[src/rtl/conv_seq_pkg.sv]
package conv_seq_pkg;
  typedef enum logic [1:0] {
    HOLD_IDLE  = 2'd0,
    HOLD_SYNC  = 2'd1,
    HOLD_PDOWN = 2'd2
  } hold_state_e;

  function automatic int unsigned cnt_w(input int unsigned max_val);
    return (max_val < 2) ? 1 : $clog2(max_val + 1);
  endfunction
endpackage

[src/rtl/conv_frame_timer.sv]
module conv_frame_timer #(
  parameter int unsigned FRAME_LEN = 64
) (
  input  logic clk_i,
  input  logic rst_ni,
  input  logic restart_i,
  input  logic stall_i,
  output logic tick_o
);
  localparam int unsigned FW = conv_seq_pkg::cnt_w(FRAME_LEN - 1);
  localparam logic [FW-1:0] LAST = FW'(FRAME_LEN - 1);

  logic [FW-1:0] fcnt_q;

  assign tick_o = (fcnt_q == LAST) && !stall_i && !restart_i;

  always_ff @(posedge clk_i or negedge rst_ni) begin
    if (!rst_ni)        fcnt_q <= '0;
    else if (restart_i) fcnt_q <= '0;
    else if (!stall_i)  fcnt_q <= (fcnt_q == LAST) ? '0 : fcnt_q + 1'b1;
  end
endmodule

[src/rtl/conv_hold_tracker.sv]
module conv_hold_tracker
  import conv_seq_pkg::*;
#(
  parameter int unsigned SYNC_FRAMES = 4,
  parameter int unsigned PD_FRAMES   = 20,
  parameter int unsigned PULSE_LEN   = 3
) (
  input  logic        clk_i,
  input  logic        rst_ni,
  input  logic        sclk_i,
  input  logic        tick_i,
  output hold_state_e state_o,
  output logic        release_o,
  output logic        force_low_o
);
  localparam int unsigned HW = cnt_w(PD_FRAMES);
  localparam int unsigned PW = cnt_w(PULSE_LEN);
  localparam logic [HW-1:0] H_SYNC = HW'(SYNC_FRAMES);
  localparam logic [HW-1:0] H_PD   = HW'(PD_FRAMES);

  logic [HW-1:0] hcnt_q;
  logic [PW-1:0] plen_q;
  logic          sclk_q;
  logic          active;

  assign active      = (hcnt_q >= H_SYNC);
  assign release_o   = active && sclk_q && !sclk_i;
  assign force_low_o = (plen_q != '0);

  always_comb begin
    if (hcnt_q >= H_PD)  state_o = HOLD_PDOWN;
    else if (active)     state_o = HOLD_SYNC;
    else                 state_o = HOLD_IDLE;
  end

  always_ff @(posedge clk_i or negedge rst_ni) begin
    if (!rst_ni) begin
      sclk_q <= 1'b0;
      hcnt_q <= '0;
      plen_q <= '0;
    end else begin
      sclk_q <= sclk_i;
      if (release_o) begin
        hcnt_q <= '0;
        plen_q <= '0;
      end else begin
        if (tick_i) begin
          if (!sclk_i)            hcnt_q <= '0;
          else if (hcnt_q != H_PD) hcnt_q <= hcnt_q + 1'b1;
        end
        if (tick_i && sclk_i && (hcnt_q == H_SYNC - 1'b1)) plen_q <= PW'(PULSE_LEN);
        else if (plen_q != '0)                             plen_q <= plen_q - 1'b1;
      end
    end
  end
endmodule

[src/rtl/conv_settle_tracker.sv]
module conv_settle_tracker #(
  parameter int unsigned CH_W          = 2,
  parameter int unsigned SETTLE_FRAMES = 5
) (
  input  logic            clk_i,
  input  logic            rst_ni,
  input  logic [CH_W-1:0] chsel_i,
  input  logic            tick_i,
  input  logic            clear_i,
  input  logic            hold_i,
  output logic [CH_W-1:0] chan_o,
  output logic            change_o,
  output logic            valid_o,
  output logic            unsettled_o
);
  localparam int unsigned SW = conv_seq_pkg::cnt_w(SETTLE_FRAMES);
  localparam logic [SW-1:0] S_DONE = SW'(SETTLE_FRAMES);

  logic [CH_W-1:0] chsel_n_q;
  logic [CH_W-1:0] chan_q;
  logic [SW-1:0]   scnt_q;

  always_ff @(negedge clk_i or negedge rst_ni) begin
    if (!rst_ni) chsel_n_q <= '0;
    else         chsel_n_q <= chsel_i;
  end

  assign change_o    = (chsel_n_q != chan_q);
  assign chan_o      = chan_q;
  assign valid_o     = tick_i && (scnt_q >= S_DONE - 1'b1) && !hold_i && !clear_i && !change_o;
  assign unsettled_o = (scnt_q < S_DONE);

  always_ff @(posedge clk_i or negedge rst_ni) begin
    if (!rst_ni) begin
      chan_q <= '0;
      scnt_q <= '0;
    end else begin
      chan_q <= chsel_n_q;
      if (change_o || clear_i || hold_i)   scnt_q <= '0;
      else if (tick_i && scnt_q != S_DONE) scnt_q <= scnt_q + 1'b1;
    end
  end
endmodule

[src/rtl/conv_ctl_seq.sv]
module conv_ctl_seq
  import conv_seq_pkg::*;
#(
  parameter int unsigned FRAME_LEN     = 64,
  parameter int unsigned N_CH          = 4,
  parameter int unsigned SYNC_FRAMES   = 4,
  parameter int unsigned PD_FRAMES     = 20,
  parameter int unsigned PULSE_LEN     = 3,
  parameter int unsigned SETTLE_FRAMES = 5,
  localparam int unsigned CH_W         = $clog2(N_CH)
) (
  input  logic            clk_i,
  input  logic            rst_ni,
  input  logic            sclk_i,
  input  logic [CH_W-1:0] chsel_i,
  output logic            mod_rst_o,
  output logic            filt_restart_o,
  output logic            pwr_down_o,
  output logic [CH_W-1:0] chan_o,
  output logic            data_valid_o,
  output logic            rdy_low_o,
  output logic            rdy_high_o
);
  hold_state_e state;
  logic tick, release_hold, force_low, change, unsettled, restart, restart_q, held;

  assign held    = (state != HOLD_IDLE);
  assign restart = change || release_hold;

  conv_frame_timer #(.FRAME_LEN(FRAME_LEN)) u_frame (
    .clk_i, .rst_ni,
    .restart_i (restart),
    .stall_i   (state == HOLD_PDOWN),
    .tick_o    (tick)
  );

  conv_hold_tracker #(
    .SYNC_FRAMES(SYNC_FRAMES), .PD_FRAMES(PD_FRAMES), .PULSE_LEN(PULSE_LEN)
  ) u_hold (
    .clk_i, .rst_ni,
    .sclk_i,
    .tick_i      (tick),
    .state_o     (state),
    .release_o   (release_hold),
    .force_low_o (force_low)
  );

  conv_settle_tracker #(.CH_W(CH_W), .SETTLE_FRAMES(SETTLE_FRAMES)) u_settle (
    .clk_i, .rst_ni,
    .chsel_i,
    .tick_i      (tick),
    .clear_i     (release_hold),
    .hold_i      (held),
    .chan_o      (chan_o),
    .change_o    (change),
    .valid_o     (data_valid_o),
    .unsettled_o (unsettled)
  );

  always_ff @(posedge clk_i or negedge rst_ni) begin
    if (!rst_ni) restart_q <= 1'b0;
    else         restart_q <= restart;
  end

  assign filt_restart_o = restart_q;
  assign mod_rst_o      = held;
  assign pwr_down_o     = (state == HOLD_PDOWN);
  assign rdy_low_o      = force_low;
  assign rdy_high_o     = !force_low && !data_valid_o && (held || unsettled);
endmodule

[config.mk]
export PLATFORM = sky130hd
export DESIGN_NAME = conv_ctl_seq
export DESIGN_NICKNAME = d
export VERILOG_FILES = /design/src/rtl/conv_seq_pkg.sv /design/src/rtl/conv_frame_timer.sv /design/src/rtl/conv_hold_tracker.sv /design/src/rtl/conv_settle_tracker.sv /design/src/rtl/conv_ctl_seq.sv
export SDC_FILE = /design/constraint.sdc
export NUM_CORES = 1
export LEC_CHECK = 0
export BUFFER_PORTS_ARGS = -buffer_cell sky130_fd_sc_hd__buf_2
export CORE_AREA = 8 8 73 75
export DETAILED_ROUTE_END_ITERATION = 8
export DIE_AREA = 0 0 81 83
export PLACE_DENSITY = 0.54
export SYNTH_ARGS = -nofsm -noshare
export SYNTH_HDL_FRONTEND = slang
export SYNTH_SLANG_ARGS = --single-unit
[constraint.sdc]
create_clock -name clk_i -period 1.5 [get_ports clk_i]
set_input_delay 0.3 -clock clk_i [delete_from_list [all_inputs] [get_ports clk_i]]
set_output_delay 0.3 -clock clk_i [all_outputs]
set_load 0.02 [all_outputs]
# [Word level (Yosys, flattened, before mapping)]
# Cells that the tools add are included.
# Widths: inputs -> output; s select.
[word_totals] wordCells=68 ff_bits=22 out_inout_bits=8
[classes] order_cmp=4 add_sub_neg=4 n_mux=14 reduce_logical=30 n_eq_ne=8
[ops] op="$mux 5" count=4
[ops] op="$mux 6" count=3
[ops] op="$logic_and 1x1->1" count=13
[ops] op="$logic_not 1->1" count=8
[ops] op="$mux 2" count=4
[ops] op="$reduce_bool 2->1" count=4
[ops] op="$add 6x1->6 const B" count=1
[ops] op="$eq 6x6->1 const B" count=1
[ops] op="$mux 3" count=2
[ops] op="$add 5x1->5 const B" count=1
[ops] op="$eq 5x2->1 const B" count=1
[ops] op="$ge 5x3->1 const B" count=1
[ops] op="$ge 5x5->1 const B" count=1
[ops] op="$ne 5x5->1 const B" count=1
[ops] op="$add 3x1->3 const B" count=1
[ops] op="$ge 3x3->1 const B" count=1
[ops] op="$logic_or 1x1->1" count=3
[ops] op="$lt 3x3->1 const B" count=1
[ops] op="$ne 3x1->1 const B" count=1
[ops] op="$ne 3x3->1 const B" count=1
[ops] op="$reduce_bool 3->1" count=1
[ops] op="$eq 2x2->1 const B" count=1
[ops] op="$ne 2x2->1" count=1
[ops] op="$ne 2x2->1 const B" count=1
[ops] op="3 further kinds" count=3

# [Depth between registers and ports, before layout]
[depth] ltp_word=14 ltp_mapped=6 mapped_depth_nobuf=6

# [By module]
# From an unflattened synthesis, not the netlist that was laid out.
[hier_totals] cells_unflattened=111 area_unflattened_um2=1156.1
[by_module_without_submodules] module="conv_hold_tracker" instances=1 cells_per_inst=49 seq_area_each_um2=200.2 area_each_um2=465.4
[by_module_without_submodules] module="conv_settle_tracker" instances=1 cells_per_inst=26 seq_area_each_um2=175.2 area_each_um2=321.6
[by_module_without_submodules] module="conv_frame_timer" instances=1 cells_per_inst=30 seq_area_each_um2=150.1 area_each_um2=312.8
[by_module_without_submodules] module="conv_ctl_seq" instances=1 cells_per_inst=6 seq_area_each_um2=25.0 area_each_um2=56.3

==> results.toml <==
[outcome]
status = "finished with violations"
violations = "setup timing"

[timing]
clock_skew_ps = 12.1
setup_ws_ps = -1010
relSlewSlack_pct = 79.2
holdWs_ps = 69.1
setup_viol = 21
grt_setup_unrepaired = "yes"
slew_viol_final = 0
worst_slew_pin_slew_ps = 311
finalHoldViolations = 0

[synthesis]
ys_types = 47
yosysTopAreaCell = "dfrtp_1"
syn_inst = 123
synth_top_cell_area_share_pct = 41.6
ys_warn_count = 0
yosysMostFrequentCell = "dfrtp_1"
synth_area_um2 = 1200
ys_top_cells_by_area = "dfrtp_1 42%, ha_1 6.2%, dfrtn_1 4.2%"
ys_async_sr_fraction_pct = 100
yosysSeqAreaShare_pct = 45.7
synth_area_per_cell_um2 = 9.79
synth_seq_cells = 22
synth-main-ff-cell = "dfrtp_1"
synth_edf_count = 0
synth_common_cells = "20 x dfrtp_1, 13 x nand2_1, 8 x inv_1"
synth.net_count = 134

[worst_setup_path]
crit_path_max_incr_delay_ps = 350
crit_required_ps = 1200
path_cells = "xor2_1 > or2_1 > o21ai_2 > a31oi_4 > buf_6"
crit_type = "flop to primary output"
rr_worst_depth = 6
cp_max_fo = 2
start_kind = "flop"
end_kind = "primary output"
arrival_ps = 2210
slowest_stage = "dfrtn_1"

[global_routing]
grt_pass1_wl_um = 5260
grt_pass1_vias = 1160
gr-usage-all-layers_pct = 9.75
antenna_found_initial = 0
grt.overflow.total = 0
grt_start_max_net_pins = 21

[die]
io_pins = 13
fp.dieH_um = 83
core_region_area_um2 = 4200
start_util_pct = 28.6
chipWidth_um = 81
row_count = 24
die_area_um2 = 6720

[clock_network]
cts_buffer_depth = 2
cts_hold_buf = 0
cts.sinks = 22
tritoncts = "done"
cts.htree.levels = 1
numCtsBuffers = 3
insertion_delay_ps = 280
root_buffer = "clkbuf_8"
cts.reportedPaths.clkPinSlew_ps = 90

[cells_and_area]
diodes = 0
multiInputGateArea_um2 = 642
final_util_pct = 40.3
drive_above_1_share_pct = 43.7
final_nets = 179
regArea_um2 = 553
fillerInstances = 428
areaGrowthSynthToFinish_pct = 40.9

[pwr]
vdd.ir_drop.worst_uv = 543
p_leak_nw = 0.768
total_power_mw = 1.68
p_per_area_nw_per_um2 = 993

[routing]
postRouteWirelength_um = 3050
drt_iter0_markers = 54
drtPass1Iterations = 4
routedWlPerCell_um = 13.9
post_drt_via_cell_ratio = 4.93
dr_total_vias = 1080
drcViolationCount = 0
antenna_left = 0

[place]
gp_congestion = 0.840
hpwl_um = 2210
port_buffers = 12

[hold_path]
hold_path.class = "input pin to asynchronous set/reset pin"

[job]
max_cap_violations = 0
-- placed cells by master (no fill, tap or decap), drive strengths merged, types with 2 or more instances in the layout --
cell / n
and3: 3
nor3: 2
dfrtn: 2
nand3: 7
clkbuf: 4
xor2: 4
nand2b: 2
nand2: 13
a21oi: 5
or3: 2
ha: 6
or4: 2
o211ai: 4
nor2: 7
o21ai: 6
dfrtp: 20
buf: 46
inv: 9
nand4: 5
-- final timing paths --
kind	start	to	slack, ps
max	u_settle.chsel_n_q[1]$_DFF_NN0_	rdy_high_o	-1010
min	rst_ni	u_hold.plen_q[0]$_DFFE_PN0P_	70
max reg2reg	u_settle.chsel_n_q[1]$_DFF_NN0_	u_settle.scnt_q[1]$_DFFE_PN0P_	-870
min reg2reg	u_hold.hcnt_q[0]$_DFFE_PN0P_	u_hold.hcnt_q[0]$_DFFE_PN0P_	540
max in group asynchronous	rst_ni	u_settle.chsel_n_q[1]$_DFF_NN0_	900
min in group clk_i	sclk_i	u_hold.sclk_q$_DFF_PN0_	320
-- per-stage QoR --
stage          TNS [ps]  cell area (um2)  cells  worst slack (ps)
2_1_floorplan     -7100             1250    123              -668
3_3_place_gp     -10700             1530    208              -748
3_5_place_dp     -11040             1530    208              -769
4_1_cts          -12870             1650    214             -1060
5_1_grt          -14880             1700    219             -1090
6_report         -12750             1700    219             -1010
-- metal layers --
metal  up-vias  part of all wire (%)  track usage, %
met5         -                     0               0
met4         0                   1.1            3.58
met3         4                   6.0            3.13
met2        24                    50            15.8
met1       526                    42            11.6
li1        526                     -               -
-- registers in the layout, indices dropped and copies added, names as in the netlist --
| name | cells |
|---|---|
| u_settle.scnt_q | 3 |
| u_settle.chan_o | 2 |
| u_hold.hcnt_q | 5 |
| u_settle.chsel_n_q | 2 |
| u_hold.sclk_q | 1 |
| u_hold.plen_q | 2 |
| u_frame.fcnt_q | 6 |
| filt_restart_o | 1 |
-- timing repair --
| item | in CTS | in global routing |
|---|---|---|
| buffers inserted | 2 | 5 |
| pin swaps | 7 | 5 |
| setup endpoints to repair | 22 | 22 |
| gates resized for setup | 18 | 3 |
-- kinds of logic (layout without fill, tap and decap cells) --
family / Yosys count / after routing / share of synthesized area (%)
muxes: 1 / 1 / 0.935
AOI/OAI and AO/OA: 24 / 24 / 13.7
buffers and inverters: 15 / 59 / 6.13
and+or+nand+nor: 50 / 50 / 23.6
xor gates and xnor gates: 5 / 5 / 3.64
adders and majority gates: 6 / 6 / 6.24
DFF: 22 / 22 / 45.7
-- power breakdown --
group	leakage [nW]	total, mW	internal, mW	switching (mW)
Sequential	0.282	0.683	0.648	0.0348
Combinational	0.463	0.600	0.306	0.294
Clock	0.0228	0.400	0.190	0.210
Total	0.768	1.68	1.14	0.539
-- worst max-delay path: cells and delay by family, from the launching register on --
kind                      cells  cell delay, ps
AOI/OAI and AO/OA             2             280
DFF                           1             350
buffers and inverters         1             140
and+or+nand+nor               1             260
xor gates and xnor gates      1             150
-- cell type report --
type                            count  area share, %
Timing Repair Buffer               46           20.7
Tap cell                           52           3.84
Multi-Input combinational cell     86           37.9
Clock buffer                        4           2.66
Inverter                            9           2.29
Sequential cell                    22           32.6
(Power assumes the default switching activity.)
